**config.mk**
```make
export PLATFORM = sky130hd
export DESIGN_NAME = gp_timer
export DESIGN_NICKNAME = d
export VERILOG_FILES = /design/src/rtl/gpt_pkg.sv /design/src/rtl/gpt_regs.sv /design/src/rtl/gpt_sync.sv /design/src/rtl/gpt_core.sv /design/src/rtl/gp_timer.sv
export SDC_FILE = /design/constraint.sdc
export NUM_CORES = 1
export LEC_CHECK = 0
export BUFFER_PORTS_ARGS = -buffer_cell sky130_fd_sc_hd__buf_2
export CAP_MARGIN = 25
export CORE_ASPECT_RATIO = 0.75
export CORE_MARGIN = 2
export CORE_UTILIZATION = 25
export CTS_BUF_LIST = sky130_fd_sc_hd__clkbuf_8
export DETAILED_ROUTE_END_ITERATION = 8
export HOLD_SLACK_MARGIN = 0.03
export PLACE_DENSITY = 0.44
export SYNTH_ARGS = -nofsm -noshare
export SYNTH_HDL_FRONTEND = slang
export SYNTH_SLANG_ARGS = --single-unit
export TNS_END_PERCENT = 5
```
**constraint.sdc**
```tcl
create_clock -name clk_i -period 5.05 [get_ports clk_i]
set_input_delay 0.7575 -clock clk_i [delete_from_list [all_inputs] [get_ports clk_i]]
set_output_delay 0.7575 -clock clk_i [all_outputs]
set_load 0.05 [all_outputs]
```
**src/rtl/gpt_pkg.sv**
```systemverilog
package gpt_pkg;
  typedef enum logic [1:0] {
    MD_IDLE     = 2'd0,
    MD_ONESHOT  = 2'd1,
    MD_PERIODIC = 2'd2,
    MD_CAPTURE  = 2'd3
  } md_e;

  // packed MSB first: snap at bit 7 ... md at bits 1:0
  typedef struct packed {
    logic snap;
    logic wot;
    logic mie;
    logic up;
    logic alt_pwm;
    logic cap_time;
    md_e  md;
  } mode_t;

  localparam logic [2:0] A_MODE  = 3'd0;
  localparam logic [2:0] A_CTRL  = 3'd1;
  localparam logic [2:0] A_LOAD  = 3'd2;
  localparam logic [2:0] A_MATCH = 3'd3;
  localparam logic [2:0] A_COUNT = 3'd4;
  localparam logic [2:0] A_VALUE = 3'd5;
  localparam logic [2:0] A_FLAGS = 3'd6;

  localparam int unsigned NFLAG = 3;
endpackage

```
**src/rtl/gpt_regs.sv**
```systemverilog
module gpt_regs
  import gpt_pkg::*;
#(
  parameter int unsigned CW = 16
) (
  input  logic             clk_i,
  input  logic             rst_ni,
  input  logic             we_i,
  input  logic [2:0]       addr_i,
  input  logic [31:0]      wdata_i,
  input  logic             en_clr_i,
  input  logic [NFLAG-1:0] flag_set_i,
  output mode_t            mode_o,
  output logic             en_o,
  output logic [CW-1:0]    load_o,
  output logic [CW-1:0]    match_o,
  output logic [NFLAG-1:0] flags_o
);
  logic [NFLAG-1:0] w1c;

  assign w1c = (we_i && addr_i == A_FLAGS) ? wdata_i[NFLAG-1:0] : '0;

  always_ff @(posedge clk_i or negedge rst_ni) begin
    if (!rst_ni) begin
      mode_o  <= '0;
      en_o    <= 1'b0;
      load_o  <= '0;
      match_o <= '0;
      flags_o <= '0;
    end else begin
      if (we_i && addr_i == A_MODE && !en_o) mode_o <= mode_t'(wdata_i[7:0]);
      if (we_i && addr_i == A_CTRL) en_o <= wdata_i[0];
      else if (en_clr_i)            en_o <= 1'b0;
      if (we_i && addr_i == A_LOAD)  load_o  <= wdata_i[CW-1:0];
      if (we_i && addr_i == A_MATCH) match_o <= wdata_i[CW-1:0];
      flags_o <= (flags_o & ~w1c) | flag_set_i;
    end
  end

  generate
    if (CW < 32) begin : g_hi
      logic unused_hi;
      assign unused_hi = ^wdata_i[31:CW];
    end
  endgenerate
endmodule

```
**src/rtl/gpt_sync.sv**
```systemverilog
module gpt_sync #(
  parameter int unsigned STAGES = 2
) (
  input  logic clk_i,
  input  logic rst_ni,
  input  logic pin_i,
  output logic rise_o
);
  localparam int unsigned TOP = STAGES;

  logic [TOP:0] sr_q;

  always_ff @(posedge clk_i or negedge rst_ni) begin
    if (!rst_ni) sr_q <= '0;
    else         sr_q <= {sr_q[TOP-1:0], pin_i};
  end

  assign rise_o = sr_q[TOP-1] & ~sr_q[TOP];
endmodule

```
**src/rtl/gpt_core.sv**
```systemverilog
module gpt_core
  import gpt_pkg::*;
#(
  parameter int unsigned CW = 16
) (
  input  logic             clk_i,
  input  logic             rst_ni,
  input  mode_t            mode_i,
  input  logic             en_i,
  input  logic [CW-1:0]    load_i,
  input  logic [CW-1:0]    match_i,
  input  logic             trig_i,
  input  logic             cap_rise_i,
  output logic [CW-1:0]    count_o,
  output logic [CW-1:0]    value_o,
  output logic [NFLAG-1:0] flag_set_o,
  output logic             stop_o,
  output logic             trig_o,
  output logic             pwm_o
);
  logic en_q, run_q;
  logic tmr_md, pwm_sel, tmr_sel, cap_sel, edge_time, edge_cnt;
  logic up, free_run, periodic, start, active, tick, at_end, tmo;
  logic match_hit, et_hit, ec_hit;
  logic [CW-1:0] cnt_dec, cnt_inc;

  assign tmr_md    = (mode_i.md == MD_ONESHOT) || (mode_i.md == MD_PERIODIC);
  assign pwm_sel   = tmr_md && mode_i.alt_pwm && !mode_i.cap_time;
  assign tmr_sel   = tmr_md && !pwm_sel;
  assign cap_sel   = mode_i.md == MD_CAPTURE;
  assign edge_time = cap_sel && mode_i.cap_time;
  assign edge_cnt  = cap_sel && !mode_i.cap_time;
  assign up        = tmr_sel && mode_i.up;
  assign free_run  = tmr_sel || pwm_sel || edge_time;
  assign periodic  = pwm_sel || edge_time || (mode_i.md == MD_PERIODIC);

  assign start  = en_i && !en_q;
  assign active = en_i && en_q && run_q;
  assign tick   = active && free_run;
  assign at_end = up ? (count_o == load_i) : (count_o == '0);
  assign tmo    = tick && at_end;

  assign cnt_dec = count_o - 1'b1;
  assign cnt_inc = count_o + 1'b1;

  assign match_hit = tick && tmr_sel && mode_i.mie && (count_o == match_i);
  assign et_hit    = active && edge_time && cap_rise_i;
  assign ec_hit    = active && edge_cnt && cap_rise_i && (cnt_dec == match_i);

  assign stop_o     = tmo && tmr_sel && (mode_i.md == MD_ONESHOT);
  assign flag_set_o = {et_hit || ec_hit, match_hit, tmo};
  assign pwm_o      = pwm_sel && active && (count_o > match_i);

  always_ff @(posedge clk_i or negedge rst_ni) begin
    if (!rst_ni) begin
      en_q    <= 1'b0;
      run_q   <= 1'b0;
      count_o <= '0;
      value_o <= '0;
      trig_o  <= 1'b0;
    end else begin
      en_q   <= en_i;
      trig_o <= tmo;
      // daisy-chain gate: armed at start unless waiting for the previous stage
      if (!en_i)              run_q <= 1'b0;
      else if (start)         run_q <= !mode_i.wot;
      else if (!run_q && trig_i) run_q <= 1'b1;

      if (start) begin
        count_o <= up ? '0 : load_i;
      end else if (tick) begin
        if (at_end) begin
          if (periodic) count_o <= up ? '0 : load_i;
        end else begin
          count_o <= up ? cnt_inc : cnt_dec;
        end
      end else if (active && edge_cnt && cap_rise_i) begin
        count_o <= ec_hit ? load_i : cnt_dec;
      end

      if (et_hit)
        value_o <= count_o;
      else if (tmo && mode_i.snap && tmr_sel && mode_i.md == MD_PERIODIC)
        value_o <= count_o;
    end
  end
endmodule

```
**src/rtl/gp_timer.sv**
```systemverilog
module gp_timer
  import gpt_pkg::*;
#(
  parameter int unsigned CW       = 16,
  parameter int unsigned SYNC_STG = 2
) (
  input  logic        clk_i,
  input  logic        rst_ni,
  input  logic        reg_we_i,
  input  logic [2:0]  reg_addr_i,
  input  logic [31:0] reg_wdata_i,
  output logic [31:0] reg_rdata_o,
  input  logic        trig_i,
  output logic        trig_o,
  input  logic        cap_i,
  output logic        pwm_o,
  output logic        irq_o
);
  mode_t            mode_q;
  logic             en_w, os_stop, cap_rise;
  logic [CW-1:0]    load_w, match_w, count_w, value_w;
  logic [NFLAG-1:0] flags_w, fset_w;

  gpt_regs #(.CW(CW)) u_regs (
    .clk_i     (clk_i),
    .rst_ni    (rst_ni),
    .we_i      (reg_we_i),
    .addr_i    (reg_addr_i),
    .wdata_i   (reg_wdata_i),
    .en_clr_i  (os_stop),
    .flag_set_i(fset_w),
    .mode_o    (mode_q),
    .en_o      (en_w),
    .load_o    (load_w),
    .match_o   (match_w),
    .flags_o   (flags_w)
  );

  gpt_sync #(.STAGES(SYNC_STG)) u_sync (
    .clk_i (clk_i),
    .rst_ni(rst_ni),
    .pin_i (cap_i),
    .rise_o(cap_rise)
  );

  gpt_core #(.CW(CW)) u_core (
    .clk_i     (clk_i),
    .rst_ni    (rst_ni),
    .mode_i    (mode_q),
    .en_i      (en_w),
    .load_i    (load_w),
    .match_i   (match_w),
    .trig_i    (trig_i),
    .cap_rise_i(cap_rise),
    .count_o   (count_w),
    .value_o   (value_w),
    .flag_set_o(fset_w),
    .stop_o    (os_stop),
    .trig_o    (trig_o),
    .pwm_o     (pwm_o)
  );

  always_comb begin
    unique case (reg_addr_i)
      A_MODE:  reg_rdata_o = {24'd0, mode_q};
      A_CTRL:  reg_rdata_o = {31'd0, en_w};
      A_LOAD:  reg_rdata_o = 32'(load_w);
      A_MATCH: reg_rdata_o = 32'(match_w);
      A_COUNT: reg_rdata_o = 32'(count_w);
      A_VALUE: reg_rdata_o = 32'(value_w);
      A_FLAGS: reg_rdata_o = 32'(flags_w);
      default: reg_rdata_o = '0;
    endcase
  end

  assign irq_o = |flags_w;
endmodule

```
Yosys cells after proc, flatten, opt, wreduce, memory -nomap -nowiden --
Cells that the tools add are included. Widths: inputs -> output; s select.
Storage, ports and cells: register bits after elaboration 82, bits in latches 0, RAM bits 0, bits in read-only memories 0, input bits 40, output and inout bits 35, logic and storage cells 109, memories 0
Operators by class: $add $sub $neg 2, multipliers 0, div/mod/pow operators 0, order comparisons 1, equality and inequality tests 14, shift-type cells 0, multiplexer cells 18, bitwise operators 5, reductions and logical operators 52
Operators by type and width (count):
- $mux 16 | 10
- $pmux 16 s7 | 1
- $eq 16x16->1 | 3
- $logic_and 1x1->1 | 33
- $add 16x1->16 const B | 1
- $gt 16x16->1 | 1
- $logic_not 16->1 | 1
- $sub 16x1->16 const B | 1
- $eq 3x3->1 const B | 3
- $eq 3x2->1 const B | 2
- $logic_not 1->1 | 6
- $logic_or 1x1->1 | 6
- $mux 1 | 6
- $eq 2x2->1 const B | 2
- $ne 4x2->1 const B | 1
- $reduce_bool 2->1 | 2
- $and 3x3->3 | 1
- $eq 3x1->1 const B | 1
- $logic_not 3->1 | 1
- $mux 3 | 1
- $ne 3x1->1 const B | 1
- $not 3->3 | 1
- $or 3x3->3 | 1
- $reduce_bool 3->1 | 1
- other kinds (5) | 5

Logic depth before layout (Yosys ltp) --
Gate-level depths: netlist of run 1.
depth after elaboration 15, mapped depth 15, depth with buffers taken out 12

Modules after synthesis --
A second synthesis of run 1 with hierarchy kept.
Unflattened totals: cells, all modules 696, area, all modules 6506.2 µm²
Modules (own cells, without submodules):
- gpt_core | times used 1, cells an instance 493, area an instance 3900.0 µm², sequential area each 875.8 µm²
- gpt_regs | times used 1, cells an instance 102, area an instance 1715.4 µm², sequential area each 1101.1 µm²
- gp_timer | times used 1, cells an instance 97, area an instance 802.0 µm², sequential area each 0.0 µm²
- gpt_sync | times used 1, cells an instance 4, area an instance 88.8 µm², sequential area each 75.1 µm²

Worst setup path before layout of run 1 --
No wires, ideal clock.
path kind register to register, from register u_core.count_o[0], to register u_core.count_o[12], library setup time 144 ps, data arrival time 3584 ps, required time 4906 ps, setup slack 1321 ps, cell stages (with the launch flop) 15, path buffers 2, period minus slack after synthesis 3729 ps, path through dfrtp_1 inv_1 ha_1 clkbuf_1 nor3b_1 xnor2_1 xnor2_1 or4_1 or4_1 or4b_1 buf_2 nor2_2 a211oi_2 a2111oi_1 a311oi_2
Between the ends: cells in the longest elaborated chain, start to end 7, elaborated cells on any way between the ends 15, classes of those cells add/sub: 2; eq/ne: 3; mux: 7; reduce/logical: 3
RTL lines:
- from (decl) | RTL line gpt_core.sv:14 | output logic [CW-1:0] count_o,
- from (signal assigned) | RTL line gpt_core.sv:70 | count_o <= up ? '0 : load_i;
- from (signal assigned) | RTL line gpt_core.sv:73 | if (periodic) count_o <= up ? '0 : load_i;
- from (signal assigned) | RTL line gpt_core.sv:75 | count_o <= up ? cnt_inc : cnt_dec;
- $sub 16x1->16 | RTL line gpt_core.sv:43 | assign cnt_dec = count_o - 1'b1;
- $eq 16x16->1 | RTL line gpt_core.sv:48 | assign ec_hit = active && edge_cnt && cap_rise_i && (cnt_dec == match_i);
- $logic_and 1x1->1 | RTL line gpt_core.sv:48
- $mux 16 | RTL line gpt_core.sv:78 | count_o <= ec_hit ? load_i : cnt_dec;
- $mux 16 | RTL line gpt_core.sv:77 | end else if (active && edge_cnt && cap_rise_i) begin
- $mux 16 | RTL line gpt_core.sv:71 | end else if (tick) begin
- $mux 16 | RTL line gpt_core.sv:69 | if (start) begin
Parallel ways exist; a longest one is shown, timed or not. The select of a mux whose other input is x is not followed. A chain may end at the register's enable or synchronous reset.

Final worst setup path of run 1 --
from register u_core.count_o[0], to register u_core.count_o[15]
Same word-level chain as after synthesis.

==> results of run 1 <==
==> routing by layer <==
layer	vias up	routed length (um)
met5	-	0
met4	0	300
met3	22	2080
met2	231	9250
met1	2899	12000
li1	2740	-
==> cells by family (layout without fill, tap and decap cells) <==
family / count (synthesis) / count (layout)
XOR/XNOR: 48 / 48
buffers and inverters: 91 / 125
adder cells (fa/ha/maj): 21 / 21
AND/OR/NAND/NOR: 235 / 235
other: 1 / 16
multiplexers: 59 / 59
flip-flops: 82 / 82
AO/OA/AOI/OAI: 193 / 193
==> sequential cells by signal, indices dropped and copies added (netlist names) <==
signal / cells
u_core.count_o: 16
u_core.value_o: 16
u_regs.load_o: 16
u_regs.match_o: 16
u_regs.mode_o: 8
u_regs.flags_o: 3
u_sync.sr_q: 3
u_core.en_q: 1
u_core.run_q: 1
u_core.trig_o: 1
u_regs.en_o: 1
==> layout by cell type (no fill, tap or decap), types with 24 or more instances in the layout <==
cell type and n:
buf_2 41, inv_1 31, nand2_1 67, dfrtp_1 82
o21ai_0 41, xnor2_1 34, nor2_1 53, nand3_1 24
buf_4 37, mux2_2 47, a21oi_1 30
==> worst reg2reg max path: stages (launching register included) <==
cell,delay (ns)
dfrtp_1,0.38
inv_1,0.16
ha_1,0.44
nor3b_1,0.29
xnor2_1,0.22
xnor2_1,0.17
or4_1,0.41
or4_1,0.52
or4b_1,0.84
nand2_1,0.38
o211ai_1,0.15
a221oi_1,0.30
a211oi_1,0.09
==> final cells by class <==
class,count,share of cell area [%]
multi-input combinational,572,54.6
sequential,82,28.3
tap,338,5.83
timing repair buffer,78,6.66
inverter,31,1.60
clock buffer,9,1.71
clock inverter,7,1.36
==> final timing paths <==
kind,depth (start not counted),slack [ns],endpoint,from
hold reg to reg,0,0.37,u_sync.sr_q[1],u_sync.sr_q[0]
setup reg to reg,12,0.60,u_core.count_o[15],u_core.count_o[0]
setup / recovery,12,0.60,u_core.count_o[15],u_core.count_o[0]
hold / removal,1,0.34,u_regs.flags_o[1],rst_ni
min in group clk_i,0,0.37,u_sync.sr_q[1],u_sync.sr_q[0]
max in group asynchronous,2,3.71,u_core.count_o[0],rst_ni
==> power by group through the flow <==
stage | logic (mW) | registers [mW] | clock network (mW)
6_report | 1.80 | 1.09 | 0.563
5_1_grt | 1.97 | 1.11 | 0.604
4_1_cts | 1.78 | 1.08 | 0.580
3_5_place_dp | 1.77 | 1.09 | 0
3_3_place_gp | 1.78 | 1.09 | 0
2_1_floorplan | 1.30 | 0.953 | 0
==> through the flow <==
| stage | hold slack [ns] | power [mW] | area [um^2] |
|---|---|---|---|
| finish | 0.339 | 3.45 | 7260 |
| global route | 0.370 | 3.69 | 7260 |
| CTS | 0.356 | 3.44 | 7260 |
| detailed placement | 0.340 | 2.86 | 7030 |
| global placement | 0.345 | 2.87 | 7030 |
| floorplan | 0.331 | 2.25 | 6410 |
==> run metrics, run 1 <==
I/O Pins=75; hold buffers post-CTS=0; Post-Synth Adder-Cell Area=4.13%; ranking of synthesized cells by area=dfrtp_1 (32%), mux2_2 (8.3%), xnor2_1 (4.7%); fin crit share=88.2%; CTS Buffer Depth=2; Worst-Margin Slew=0.911 ns; internal power=1.79 mW; gpl congestion=0.876; met3 usage=4.76%; ys flop type=dfrtp_1; Util after Layout=29.1%; final WL=23600 um; CP top delay family=simple AND/OR/NAND/NOR gates; flops & latches, synth=82; mux cell area share after synthesis=10.2%; clock sink total=82; switching share of power=48.0%; met2 global-route usage=24.7%; WL/cell=21.2 um; WP data required=5.28 ns; setup_tns=0 ns; FP Rows=50; CTS root buffer=clkbuf_8; CP peak stage delay=0.84 ns; worst clock skew=0.0170 ns; DP Cell Count=1101; proportion of power drawn by the clock network=16.3%; Die X=188 um; synth cell count leaders=dfrtp_1 (82), nand2_1 (67), nor2_1 (53); core area=0.0250 mm^2; grt total ovfl=0; RSZ-0062 raised after global routing=false; maximum clock frequency=225 MHz; Setup Buffers After CTS=0; max_cap viols=0; Buffers on Ports=42; most common cell in the netlist=dfrtp_1; initial antenna violation count=0; fin nets=835; Max Slew Vio Count=0; Setup WS pre-CTS=0.703 ns; Reg power frac=31.6%; global-route wire length before repair=36400 um; clock-pin slew on the worst setup and hold paths=0.10 ns; area delta synth->final=14.1%; dpl hpwl=18400 um; drt initial violations=580; vias in the first global route=5652; CTS buffer count=9; Crit. End Element=flop; Compound-Gate Fraction of Synth Area=21.3%; GR Util met1=27.8%; Initial Util=25.5%; average size of a mapped cell=8.71 um^2; GRT Total Usage=18.1%; worst vdd ir=0.180 mV; worst path cell trace=inv_1 -> ha_1 -> nor3b_1 -> xnor2_1 -> xnor2_1 -> or4_1 -> or4_1 -> or4b_1 -> nand2_1 -> o211ai_1 -> a221oi_1 -> a211oi_1; Fin. Hold Viols=0; DRT antenna net count=0; DR DRC count=0; Worst slew margin=39.0%; drt pass-1 iters=5; CP Buf/Inv Count=1; fin cells=1117; Pwr Density=476 mW/mm^2; slowest CP cell=or4b_1; worst skew pair latency=0.39 ns; CP max FO=9; H-Tree Depth=3; Antenna diodes=0; type of the worst setup path=reg2reg; final setup vio count=0; final worst slack=0.596 ns; synth unique cells=74; Storage cell area=0.00205 mm^2; startpoint type of the worst setup path=flop; number of vias per cell=5.27; die area=0.0267 mm^2; share of the yosys chip area belonging to registers=32.3%; NetSw=1.66 mW; CTS tree=yes; Filler Cell Count=2687; ys async rst share=100%; multi-input logic area=0.00396 mm^2; Synth Area in XOR/XNOR=6.91%; main combinational cell family by area after synthesis=compound AO/OA/AOI/OAI gates; post-route minimum period=4.45 ns; Post-CTS Resized=0; Synth top area share=32.3%; Comb pwr share=52.1%; number of synthesized flops with an enable pin=0; area leader, netlist=dfrtp_1; vias=5892; simple-gate share of the synthesized area=18.5%; global routing's busiest layer=met1; Die Height=142 um; Hold WC Path Type=in2async; Leakage Power=3.04 nW; yosys warns=0; Critical Path AT=4.69 ns; largest net degree at the start of global routing=46; share of cells above drive strength 1=21.1%; outcome=completed; post-synthesis cell count=730; synthesized area=0.00636 mm^2
Note: power is estimated with default switching activity, not from simulation.
==> inputs of run 2 (changes only) <==
--- a/config.mk
+++ b/config.mk
@@ -5,6 +5,7 @@
 export SDC_FILE = /design/constraint.sdc
 export NUM_CORES = 1
 export LEC_CHECK = 0
+export ABC_AREA = 1
 export BUFFER_PORTS_ARGS = -buffer_cell sky130_fd_sc_hd__buf_2
 export CAP_MARGIN = 25
 export CORE_ASPECT_RATIO = 0.75
==> constraint.sdc (replaced) <==
create_clock -name clk_i -period 5.05 [get_ports clk_i]
set_input_delay 0.7575 -clock clk_i [delete_from_list [all_inputs] [get_ports clk_i]]
set_output_delay 0.7575 -clock clk_i [all_outputs]
set_load 0.01 [all_outputs]
==> run metrics, run 2 <==
Worst R2R Path Depth=16 (+4); most frequent CP cell=nand2_1; dpl hpwl=19000 um (+3.6%); grt total ovfl=0 (unchanged); Die X=192 um (+2.0%); final WL=25600 um (+8.1%); yosys warns=0 (unchanged); Crit. End Element=flop; die area=0.0278 mm^2 (+4.1%); clock-pin slew on the worst setup and hold paths=0.10 ns (about the same); worst r2r src=u_core.count_o[1]; Die Height=145 um (+2.0%); CTS buffer count=9 (unchanged); fin cells=1379 (+23%); global-route wire length before repair=38900 um (+6.9%); DP Cell Count=1362 (+24%); worst skew pair latency=0.39 ns (about the same); type of the worst setup path=reg2reg; WL/cell=18.5 um (-12%); ys async rst share=100% (unchanged); vias=6716 (+14%); area leader, netlist=dfrtp_1; post-route minimum period=3.45 ns (-1.01 ns); CP top delay family=simple AND/OR/NAND/NOR gates; average size of a mapped cell=6.52 um^2 (-25%); R2R Path End=u_core.count_o[0]; slowest CP cell=dfrtp_1; H-Tree Depth=3 (unchanged); initial antenna violation count=0 (unchanged); synth unique cells=39 (-47%); outcome=completed; share of cells above drive strength 1=9.76% (-11 points); I/O Pins=75 (unchanged); CP max FO=17 (+8); fin crit share=68.3% (-20 points); CP Buf/Inv Count=1 (unchanged); RSZ-0062 raised after global routing=false; CTS Buffer Depth=2 (unchanged); R2R setup slack=1.60 ns (+1.01 ns); hold buffers post-CTS=0 (unchanged); Critical Path AT=3.77 ns (-0.92 ns); maximum clock frequency=290 MHz (+29%); startpoint type of the worst setup path=flop; most frequent cells in the layout=nand2_1 (292), nor2_1 (111), inv_1 (106); area delta synth->final=9.35%; number of vias per cell=4.87 (-7.7%); DRT antenna net count=0 (unchanged); post-synthesis cell count=1016 (+39%); CP peak stage delay=0.51 ns (-0.33 ns); most common cell in the netlist=nand2_1; commonest non-fill, non-tap cell in the layout=nand2_1; GRT Total Usage=18.6% (+0.58 points); largest net degree at the start of global routing=59 (+28%); drt initial violations=672 (+16%); ys flop type=dfrtp_1; Fin. Hold Viols=0 (unchanged); WP data required=5.37 ns (+0.09 ns); hold_ws=0.266 ns (-0.0725 ns); DR DRC count=0 (unchanged); Synth top area share=31.0% (-1.3 points); FP Rows=51 (+2.0%); ranking of synthesized cells by area=dfrtp_1 (31%), nand2_1 (17%), nand3_1 (6.6%); fin nets=1091 (+31%); Post-CTS Resized=0 (unchanged); share of the yosys chip area belonging to registers=31.0% (-1.3 points); worst path cell trace=inv_1 -> ha_1 -> nand3_2 -> nor2_2 -> nand3_1 -> nand2_1 -> nand3_1 -> nand2_1 -> nand3_2 -> nor2_8 -> nand2_4 -> nand2_1 -> nand3_1 -> nand2_1 -> nand2_1 -> nand2_1; worst clock skew=0.0183 ns (+0.00126 ns); core area=0.0260 mm^2 (+4.3%); gpl congestion=0.905 (+3.3%); number of synthesized flops with an enable pin=0 (unchanged); Initial Util=25.5% (about the same); clock sink total=82 (unchanged); CTS tree=yes; Hold WC Path Type=in2async; Leakage Power=3.66 nW (+20%); CTS root buffer=clkbuf_8; flops & latches, synth=82 (unchanged); drt pass-1 iters=5 (unchanged); synthesized area=0.00663 mm^2 (+4.2%); Worst slew margin=43.2% (+4.1 points); overall power=3.31 mW (-4.2%); final setup vio count=0 (unchanged); Pwr Density=457 mW/mm^2 (-4.0%); setup_tns=0 ns (unchanged); Buffers on Ports=42 (unchanged); worst vdd ir=0.200 mV (+11%); Antenna diodes=0 (unchanged); Setup Buffers After CTS=0 (unchanged); Worst-Margin Slew=0.846 ns (-0.0648 ns); Max Slew Vio Count=0 (unchanged); max_cap viols=0 (unchanged); vias in the first global route=6160 (+9.0%); synth cell count leaders=nand2_1 (292), nor2_1 (111), inv_1 (105)
==> run 2: cell type report <==
type	count	area, um^2
clock buffer	9	124
clock inverter	7	52.6
fill	2996	18800
inverter	114	430
multi-input combinational	771	3830
sequential	82	2050
tap	344	430
timing repair buffer	52	328
==> run 2: per-stage QoR <==
step / setup WS [ns] / util (%) / cell area, um^2
2_1_floorplan: 2.57 / - / 6680
3_3_place_gp: 1.67 / 26.9 / 7010
3_5_place_dp: 1.70 / 27.0 / 7040
4_1_cts: 1.66 / 27.7 / 7220
5_1_grt: 1.40 / 27.8 / 7250
6_report: 1.60 / 27.8 / 7250
==> run 2: metal layers <==
layer	up-vias	GRT usage [%]	share of wire, %
met3	24	2.81	7.2
met2	240	25.6	40
met1	3151	30.3	52
met5	-	0	0
met4	0	3.17	0.97
li1	3301	-	-
==> run 2: worst max-delay path by stage <==
| stage | start | end | slack (ns) | depth (start not counted) |
|---|---|---|---|---|
| after floorplan | reg_addr_i[1] | reg_rdata_o[5] | 2.57 | 7 |
| after global placement | u_core.count_o[1] | u_core.count_o[0] | 1.67 | 14 |
| after detailed placement | u_core.count_o[1] | u_core.count_o[0] | 1.70 | 14 |
| after CTS | u_core.count_o[1] | u_core.count_o[0] | 1.66 | 14 |
| after global routing | u_core.count_o[1] | u_core.count_o[3] | 1.40 | 14 |
| final | u_core.count_o[1] | u_core.count_o[0] | 1.60 | 16 |
==> run 2: power by group <==
part / switching, mW / total (mW) / internal (mW) / leakage, nW
Sequential: 0.345 / 1.13 / 0.783 / 1.05
Combinational: 1.13 / 1.70 / 0.575 / 2.52
Clock: 0.296 / 0.479 / 0.183 / 0.0894
==> run 2: logic make-up after synthesis <==
logic type / after synthesis / synth area share (%)
simple gates: 553 / 36.4
buf+inv: 178 / 12.2
compound gates: 162 / 13.9
flops: 82 / 31.0
fa+ha+maj: 21 / 3.97
xor+xnor: 19 / 2.51
other cells: 1 / 0.0566
==> inputs of run 3 (changes only) <==
--- a/config.mk
+++ b/config.mk
@@ -5,7 +5,7 @@
 export SDC_FILE = /design/constraint.sdc
 export NUM_CORES = 1
 export LEC_CHECK = 0
-export ABC_AREA = 1
+export ABC_AREA = 0
 export BUFFER_PORTS_ARGS = -buffer_cell sky130_fd_sc_hd__buf_2
 export CAP_MARGIN = 25
 export CORE_ASPECT_RATIO = 0.75
@@ -14,7 +14,7 @@
 export CTS_BUF_LIST = sky130_fd_sc_hd__clkbuf_8
 export DETAILED_ROUTE_END_ITERATION = 8
 export HOLD_SLACK_MARGIN = 0.03
-export PLACE_DENSITY = 0.44
+export PLACE_DENSITY = 0.45
 export SYNTH_ARGS = -nofsm -noshare
 export SYNTH_HDL_FRONTEND = slang
 export SYNTH_SLANG_ARGS = --single-unit
==> constraint.sdc (replaced) <==
create_clock -name clk_i -period 3.1 [get_ports clk_i]
set_input_delay 0.465 -clock clk_i [delete_from_list [all_inputs] [get_ports clk_i]]
set_output_delay 0.465 -clock clk_i [all_outputs]
set_load 0.01 [all_outputs]
==> run metrics, run 3 (synthesis results as in run 1) <==
multi-input logic area=0.00415 mm^2 (+8.5%); worst vdd ir=0.306 mV (+53%); I/O Pins=75 (unchanged); proportion of power drawn by the clock network=12.2% (-2.3 points); max_cap viols=0 (unchanged); vias in the first global route=6230 (+1.1%); Comb pwr share=61.7% (+10 points); clock sink total=82 (unchanged); Reg power frac=26.1% (-8.0 points); Fin. Hold Viols=0 (unchanged); Filler Cell Count=2701 (-9.8%); number of vias per cell=5.17 (+6.1%); vias=6325 (-5.8%); DR DRC count=0 (unchanged); Critical Path AT=3.05 ns (-0.72 ns); Max Slew Vio Count=0 (unchanged); commonest non-fill, non-tap cell in the layout=buf_4; worst clock skew=0.0109 ns (-0.00741 ns); NetSw=2.84 mW (+60%); final worst slack=-0.417 ns (-2.02 ns); startpoint type of the worst setup path=flop; worst skew pair latency=0.38 ns (about the same); Hold WC Path Type=in2async; Worst Setup SP=u_core.count_o[2]; CTS root buffer=clkbuf_8; overall power=6.22 mW (+88%); Crit. End Element=output port; RSZ-0062 raised after global routing=true; FP Rows=50 (-2.0%); largest net degree at the start of global routing=44 (-25%); drt pass-1 iters=5 (unchanged); Pwr Density=752 mW/mm^2 (+65%); CP max FO=13 (-4); clock-pin slew on the worst setup and hold paths=0.09 ns (about the same); Antenna diodes=0 (unchanged); hold_ws=0.0554 ns (-0.211 ns); drt initial violations=613 (-8.8%); share of cells above drive strength 1=34.7% (+25 points); final setup vio count=16 (+16); final WL=25700 um (+0.65%); Worst slew margin=51.7% (+8.5 points); core area=0.0250 mm^2 (-4.1%); Die Height=142 um (-2.0%); fin crit share=113%; outcome=complete, but fails checks; most frequent CP cell=o21a_1; type of the worst setup path=reg2out; CTS Buffer Depth=2 (unchanged); die area=0.0267 mm^2 (-3.9%); Util after Layout=33.1% (+5.3 points); global-route wire length before repair=39200 um (+0.73%); CTS tree=yes; dpl hpwl=20300 um (+7.0%); Initial Util=25.5% (about the same); hold buffers post-CTS=0 (unchanged); WP data required=2.63 ns (-2.74 ns); DRT antenna net count=0 (unchanged); gpl congestion=0.904 (about the same); Leakage Power=3.59 nW (-2.0%); initial antenna violation count=0 (unchanged); GRT Total Usage=19.5% (+0.85 points); switching share of power=45.6% (-7.9 points); H-Tree Depth=3 (unchanged); Die X=188 um (-2.0%); Worst-Margin Slew=0.707 ns (-0.140 ns); worst r2r src=u_core.count_o[1]; maximum clock frequency=284 MHz; CTS buffer count=9 (unchanged); slowest CP cell=dfrtp_1; post-route minimum period=3.52 ns; worst path cell trace=buf_4 -> buf_6 -> ha_1 -> o21a_1 -> o21a_1 -> o21a_1 -> o21a_1 -> o21ai_0 -> nand2b_1 -> a21oi_2 -> o41ai_2 -> and3_1 -> buf_2; area delta synth->final=30.1%; failing checks=negative setup slack; Buffers on Ports=42 (unchanged); grt total ovfl=0 (unchanged); fin nets=943 (-14%); most frequent cells in the layout=buf_4 (138), dfrtp_1 (77), nand2_1 (65); internal power=3.38 mW (+120%); CP peak stage delay=0.44 ns (-0.07 ns); Storage cell area=0.00206 mm^2 (+0.30%); WL/cell=21.0 um (+13%)
==> run 3: layer usage <==
metal,wire length [um],vias up,GRT usage [%]
li1,-,2963,-
met1,12800,3073,29.5
met2,10500,262,28.0
met3,2070,27,4.22
met4,333,0,4.19
met5,0,-,0
==> run 3: final timing paths <==
check,endpoint,slack [ns],cells past startpoint
worst max-delay path,pwm_o,-0.42,13
worst min-delay path,u_core.en_q,0.06,1
worst max register to register,u_core.count_o[15],-0.39,13
worst min register to register,u_sync.sr_q[1],0.36,0
max in group asynchronous,u_core.count_o[6],2.38,2
min in group clk_i,u_sync.sr_q[0],0.18,1
==> run 3: worst max-delay path: cells and delay by family (launching register included) <==
family	cells	cell delay (ns)
AOI/OAI and AO/OA	7	1.10
buffers and inverters	3	0.50
DFF	1	0.44
and+or+nand+nor	2	0.32
adders and majority gates	1	0.30
==> run 3: power groups by stage <==
stage | clock (mW) | combinational, mW | sequential (mW)
floorplan | 0 | 2.01 | 1.56
global placement | 0 | 3.57 | 1.62
detailed placement | 0 | 3.56 | 1.62
CTS | 0.783 | 3.67 | 1.61
global route | 0.822 | 4.13 | 1.66
finish | 0.759 | 3.84 | 1.62
==> run 3: final cells by class <==
| type | instances | share of cell area (%) |
|---|---|---|
| inverters | 31 | 1.41 |
| repair buffers | 186 | 16.3 |
| well taps | 338 | 5.11 |
| flip-flops and latches | 82 | 24.9 |
| multi-input cells | 572 | 50.2 |
| clock inverters | 5 | 0.484 |
| clock buffers | 10 | 1.66 |
==> run 3: repair_timing <==
item,4_1_cts,5_1_grt
setup endpoints to repair,17,18
gates resized for setup,19,31
pin swaps,13,9
gates cloned,0,0
buffers inserted,4,1
hold endpoints to repair,0,0
==> run 3: metrics by stage <==
step                      cell area (um^2)  TNS (ns)  setup WS, ns  instances
after detailed placement              7860     -6.68        -0.571       1204
after global routing                  8270     -7.30        -0.529       1224
after global placement                7860     -6.01        -0.461       1204
final                                 8270     -5.02        -0.417       1224
after CTS                             8140     -5.04        -0.421       1223
after floorplan                       6460     -2.88        -0.327        745
